<file path="config.mk">
export PLATFORM = sky130hd
export DESIGN_NAME = link_sync_ctrl
export DESIGN_NICKNAME = d
export VERILOG_FILES = /design/src/rtl/lnk_sync_pkg.sv /design/src/rtl/lnk_word_class.sv /design/src/rtl/lnk_run_cnt.sv /design/src/rtl/link_sync_ctrl.sv
export SDC_FILE = /design/constraint.sdc
export NUM_CORES = 1
export LEC_CHECK = 0
export BUFFER_PORTS_ARGS = -buffer_cell sky130_fd_sc_hd__buf_2
export CAP_MARGIN = 20
export CORE_MARGIN = 3
export CORE_UTILIZATION = 50
export CTS_CLUSTER_DIAMETER = 150
export DETAILED_ROUTE_END_ITERATION = 16
export GPL_ROUTABILITY_DRIVEN = 1
export PLACE_DENSITY = 0.78
export SKIP_CTS_REPAIR_TIMING = 1
export SLEW_MARGIN = 25
export SYNTH_ARGS = -nofsm -noshare
export SYNTH_HDL_FRONTEND = slang
export SYNTH_SLANG_ARGS = --single-unit
</file>
<file path="constraint.sdc">
create_clock -name clk -period 6.42 [get_ports clk]
set_clock_uncertainty 0.2 [all_clocks]
set_input_delay 0.321 -clock clk [delete_from_list [all_inputs] [get_ports clk]]
set_output_delay 0.321 -clock clk [all_outputs]
set_load 0.02 [all_outputs]
</file>
<file path="src/rtl/lnk_sync_pkg.sv">
package lnk_sync_pkg;

  typedef enum logic [1:0] {
    ST_ACQ   = 2'd0,
    ST_SYNC  = 2'd1,
    ST_CHECK = 2'd2
  } lnk_state_t;

  typedef enum logic [1:0] {
    WK_NONE    = 2'd0,
    WK_FILL    = 2'd1,
    WK_PAYLOAD = 2'd2,
    WK_BAD     = 2'd3
  } word_kind_t;

  localparam int N_CLS     = 5;
  localparam int CLS_IDLE  = 0;
  localparam int CLS_CEXT  = 1;
  localparam int CLS_DATA  = 2;
  localparam int CLS_EPROP = 3;
  localparam int CLS_BAD   = 4;

endpackage

</file>
<file path="src/rtl/lnk_word_class.sv">
module lnk_word_class
  import lnk_sync_pkg::*;
(
  input  logic [N_CLS-1:0] cls_vec,
  output word_kind_t       kind
);

  always_comb begin
    if (cls_vec == '0)
      kind = WK_NONE;
    else if ($countones(cls_vec) > 1)
      kind = WK_BAD;          // ambiguous word counts as invalid
    else if (cls_vec[CLS_BAD])
      kind = WK_BAD;
    else if (cls_vec[CLS_IDLE] || cls_vec[CLS_CEXT])
      kind = WK_FILL;
    else
      kind = WK_PAYLOAD;
  end

endmodule

</file>
<file path="src/rtl/lnk_run_cnt.sv">
module lnk_run_cnt #(
  parameter int LIMIT = 3
) (
  input  logic clk,
  input  logic rst,
  input  logic clr,
  input  logic inc,
  output logic at_last
);

  localparam int W = $clog2(LIMIT + 1);

  logic [W-1:0] count;

  always_ff @(posedge clk) begin
    if (rst || clr)
      count <= '0;
    else if (inc)
      count <= count + W'(1);
  end

  assign at_last = (count == W'(LIMIT - 1));

  // the controller clears a run before it could reach its limit
  a_r7_run_below_limit: assert property (@(posedge clk) disable iff (rst)
    count < W'(LIMIT));

endmodule

</file>
<file path="src/rtl/link_sync_ctrl.sv">
module link_sync_ctrl
  import lnk_sync_pkg::*;
#(
  parameter int ACQ_RUN  = 3,
  parameter int CHK_GOOD = 4,
  parameter int CHK_BAD  = 3
) (
  input  logic clk,
  input  logic rst,
  input  logic word_idle,
  input  logic word_cext,
  input  logic word_data,
  input  logic word_eprop,
  input  logic word_bad,
  output logic link_up,
  output logic align_en,
  output logic rx_valid,
  output logic sync_lost
);

  logic [N_CLS-1:0] cls_vec;
  word_kind_t       kind;
  lnk_state_t       st, nxt;
  logic             good, bad;
  logic             fill_inc, fill_clr, fill_last;
  logic             ok_inc, ok_clr, ok_last;
  logic             err_inc, err_clr, err_last;

  always_comb begin
    cls_vec            = '0;
    cls_vec[CLS_IDLE]  = word_idle;
    cls_vec[CLS_CEXT]  = word_cext;
    cls_vec[CLS_DATA]  = word_data;
    cls_vec[CLS_EPROP] = word_eprop;
    cls_vec[CLS_BAD]   = word_bad;
  end

  lnk_word_class i_class (
    .cls_vec (cls_vec),
    .kind    (kind)
  );

  lnk_run_cnt #(.LIMIT(ACQ_RUN)) i_fill_run (
    .clk (clk), .rst (rst), .clr (fill_clr), .inc (fill_inc), .at_last (fill_last)
  );

  lnk_run_cnt #(.LIMIT(CHK_GOOD)) i_good_run (
    .clk (clk), .rst (rst), .clr (ok_clr), .inc (ok_inc), .at_last (ok_last)
  );

  lnk_run_cnt #(.LIMIT(CHK_BAD)) i_bad_tally (
    .clk (clk), .rst (rst), .clr (err_clr), .inc (err_inc), .at_last (err_last)
  );

  assign good = (kind == WK_FILL) || (kind == WK_PAYLOAD);
  assign bad  = (kind == WK_BAD);

  always_comb begin
    nxt      = st;
    fill_inc = 1'b0;
    fill_clr = 1'b0;
    ok_inc   = 1'b0;
    ok_clr   = 1'b0;
    err_inc  = 1'b0;
    err_clr  = 1'b0;
    unique case (st)
      ST_ACQ: begin
        if (kind == WK_FILL) begin
          if (fill_last) begin
            nxt      = ST_SYNC;
            fill_clr = 1'b1;
          end else begin
            fill_inc = 1'b1;
          end
        end else if (kind == WK_PAYLOAD) begin
          nxt      = ST_SYNC;
          fill_clr = 1'b1;
        end else if (bad) begin
          fill_clr = 1'b1;
        end
      end
      ST_SYNC: begin
        if (bad) begin
          nxt     = ST_CHECK;
          ok_clr  = 1'b1;
          err_clr = 1'b1;
        end
      end
      ST_CHECK: begin
        if (good) begin
          if (ok_last) begin
            nxt     = ST_SYNC;
            ok_clr  = 1'b1;
            err_clr = 1'b1;
          end else begin
            ok_inc = 1'b1;
          end
        end else if (bad) begin
          ok_clr = 1'b1;
          if (err_last) begin
            nxt     = ST_ACQ;
            err_clr = 1'b1;
          end else begin
            err_inc = 1'b1;
          end
        end
      end
      default: nxt = ST_ACQ;
    endcase
  end

  always_ff @(posedge clk) begin
    if (rst) begin
      st        <= ST_ACQ;
      link_up   <= 1'b0;
      align_en  <= 1'b1;
      rx_valid  <= 1'b0;
      sync_lost <= 1'b0;
    end else begin
      st        <= nxt;
      link_up   <= (nxt != ST_ACQ);
      align_en  <= (nxt == ST_ACQ);
      rx_valid  <= good && (nxt != ST_ACQ);
      sync_lost <= (st != ST_ACQ) && (nxt == ST_ACQ);
    end
  end

  a_r3_payload_locks: assert property (@(posedge clk) disable iff (rst)
    (st == ST_ACQ && kind == WK_PAYLOAD) |=> link_up);

  a_r4_bad_keeps_acq: assert property (@(posedge clk) disable iff (rst)
    (st == ST_ACQ && kind == WK_BAD) |=> (!link_up && align_en));

  a_r5_sync_to_check: assert property (@(posedge clk) disable iff (rst)
    (st == ST_SYNC && kind == WK_BAD) |=> (st == ST_CHECK && link_up && !align_en));

  a_r8_align_vs_link: assert property (@(posedge clk) disable iff (rst)
    align_en != link_up);

  a_r8_lost_one_cycle: assert property (@(posedge clk) disable iff (rst)
    sync_lost |=> !sync_lost);

  a_r9_valid_needs_link: assert property (@(posedge clk) disable iff (rst)
    rx_valid |-> link_up);

  a_r11_no_word_holds: assert property (@(posedge clk) disable iff (rst)
    (kind == WK_NONE) |=> ($stable(st) && !rx_valid && !sync_lost));

endmodule

</file>
==> impl_metrics.ini <==
[grt]
grt_antenna_before_repair = 0
grt.overflow.total = 0
grt_pass1_wl_mm = 2.546
grt_start_max_net_pins = 10
grt_pass1_vias = 664
grt_usage = 0.1585

[synth]
synth-main-ff-cell = dfxtp_1
synth_edf_count = 0
syn-instance-count = 97
synth_seq_cells = 13
seq_area_frac_synth = 0.2938
synth.largest_area_cell = dfxtp_1
syn_nets = 121
syn_area_um2 = 885.9
ys_async_sr_fraction = 0
yosys_warnings = 0
yosysTopAreaCellShare = 0.2938
synth_area_leaders = dfxtp_1 (29%), ha_1 (23%), inv_1 (5.5%)
syn_area_per_cell_um2 = 9.132
synth.distinct_cells = 31

[final_layout]
area_growth_pct = 11.58
drive_gt1_frac = 0.1545
fin_nets = 135
final_common_cell = ha_1
layout_common_cells = ha_1 (16), inv_1 (13), dfxtp_1 (13)
n_fill_cell = 143
insertedDiodeCount = 0
utilization = 0.6201

[clocking]
cts_root_buf = clkbuf_4
cts.sinks = 13
clk_latency_ns = 0.27
cts.clk_slew.worst_paths_ns = 0.07
cts_tree = done
htree_levels = 1
cts-buffers-inserted = 3
cts_buffer_depth = 2

[hold_path]
hold_depth = 2
min_to = rx_valid$_SDFF_PP0_
hp-start = rst
hp-class = input pin to register

[power_and_ir_drop]
vdd_ir_drop_max_mv = 0.1408
leakagePower_nw = 0.4377
power-per-cell-area_mw_per_mm2 = 195.8

[worst_setup_path]
required_ns = 6.39
r2r_start = st[1]$_SDFF_PP0_
reg2regPathDepth = 4
critPathLaunchType = input pin
critPathArrivalTime_ns = 3.52
crit_chain = buf_2 > inv_1 > ha_1 > ha_1 > a21o_1 > fa_1 > or3_1 > a21oi_1 > inv_1 > ha_1 > nand3_1 > nand4_1 > and3_4 > a2111oi_2
critPathKind = input pin to register
worst_path_most_repeated_cell = ha_1
max_stage_delay_ns = 0.45
r2r_slack_ns = 4.53
path_max_fanout = 8
worstReg2RegEnd = i_good_run.count[1]$_SDFFE_PP0P_
slowest_stage = fa_1
worst_setup_path_end_kind = register

[timing]
period_minus_slack_ns = 3.553
slew_violations = 0
hold_viol = 0
maxSlewHeadroom = 0.6365
post-route-period-util = 0.5534
timing.hold.ws_ns = 0.1460
setup_tns_ns = 0
finalSetupViolCount = 0
timing.fmax_mhz = 281.5
tightest_slew_ns = 0.5441
rsz0062_at_grt = no

[die]
ioPinCount = 11
dieArea_mm2 = 0.002313
fp.dieH_um = 48.09
rows = 14
initial_core_util = 0.5557
core_area_mm2 = 0.001594
die_w_um = 48.09

[route]
drt_first_iter_violations = 22
avgViaCountPerCell = 5.366
drc = 0
vias = 719
ant_nets = 0
drtPass1Iterations = 4
wl_mm = 1.500
wl_per_cell_um = 11.19

[job]
max_cap_violations = 0

[placement]
io_buffers = 10
globalplace.congestion = 0.8076
dp_hpwl_mm = 1.176

[run_status]
status = completed
## state kept, by name, indices dropped and copies added, names as in the netlist
signal             cells
st                     2
i_fill_run.count       2
sync_lost              1
align_en               1
i_good_run.count       3
rx_valid               1
link_up                1
i_bad_tally.count      2
## Yosys cell counts (2+ instances only)
cell type,n
or3_1,2
a21oi_1,3
nand2b_1,2
dfxtp_1,13
o21ai_0,2
xnor2_1,3
nor2b_1,2
a211oi_1,5
nor3_1,3
nand2_1,2
nor2_1,9
inv_1,13
a21o_1,2
nand3_1,2
mux2i_1,2
ha_1,16
a31oi_1,2
## where the power goes
group | internal, W | total, W | leakage [nW] | switching [W]
Clock | 0.0000241 | 0.0000491 | 0.0150 | 0.0000250
Combinational | 0.0000256 | 0.0000567 | 0.318 | 0.0000311
Sequential | 0.0000853 | 0.0000878 | 0.105 | 0.00000241
Total | 0.000135 | 0.000194 | 0.438 | 0.0000585
## layer usage
| metal | vias to the layer above | wire (um) | GRT usage |
|---|---|---|---|
| li1 | 367 | - | - |
| met2 | 16 | 744 | 0.2559 |
| met4 | 0 | 33 | 0.08065 |
| met5 | - | 0 | 0 |
| met1 | 332 | 656 | 0.1759 |
| met3 | 4 | 66 | 0.07011 |
## final cells by class
cell class | count | area (um^2) | area share
clock buffers | 4 | 26.28 | 0.02658
repair buffers | 10 | 50.05 | 0.05063
well taps | 24 | 30.03 | 0.03038
flip-flops and latches | 13 | 260.3 | 0.2633
inverters | 13 | 48.80 | 0.04937
multi-input cells | 70 | 573.1 | 0.5797
## worst max-delay path: cells and delay by family
kind,cells,cell delay (ns)
simple gates,4,0.90
compound gates,3,0.75
buf+inv,3,0.23
fa+ha+maj,4,1.31
## kinds of logic (layout without fill, tap and decap cells)
family,Yosys count,after routing,share of synthesized area
flops,13,13,0.2938
mux,3,3,0.03531
xor+xnor,3,3,0.02967
simple gates,27,27,0.1638
compound gates,20,20,0.1695
fa+ha+maj,17,17,0.2486
buf+inv,14,27,0.05932
## worst max path at each step
stage	endpoint	start	slack (ns)
4_1_cts	rx_valid$_SDFF_PP0_	word_data	2.87
6_report	rx_valid$_SDFF_PP0_	word_data	2.87
2_1_floorplan	rx_valid$_SDFF_PP0_	word_data	2.98
5_1_grt	rx_valid$_SDFF_PP0_	word_data	2.69
3_3_place_gp	rx_valid$_SDFF_PP0_	word_data	2.71
3_5_place_dp	rx_valid$_SDFF_PP0_	word_data	2.60
## metrics by stage
| stage | instance area (um^2) | worst slack [ns] | std cells | power [W] |
|---|---|---|---|---|
| after CTS | 988.4 | 2.870 | 134 | 0.0001958 |
| final | 988.4 | 2.867 | 134 | 0.0001935 |
| after global placement | 962.2 | 2.708 | 130 | 0.0001436 |
| after global routing | 988.4 | 2.693 | 134 | 0.0002071 |
| after detailed placement | 962.2 | 2.597 | 130 | 0.0001461 |
| after floorplan | 885.9 | 2.977 | 97 | 0.0001333 |
(Power assumes the default switching activity.)
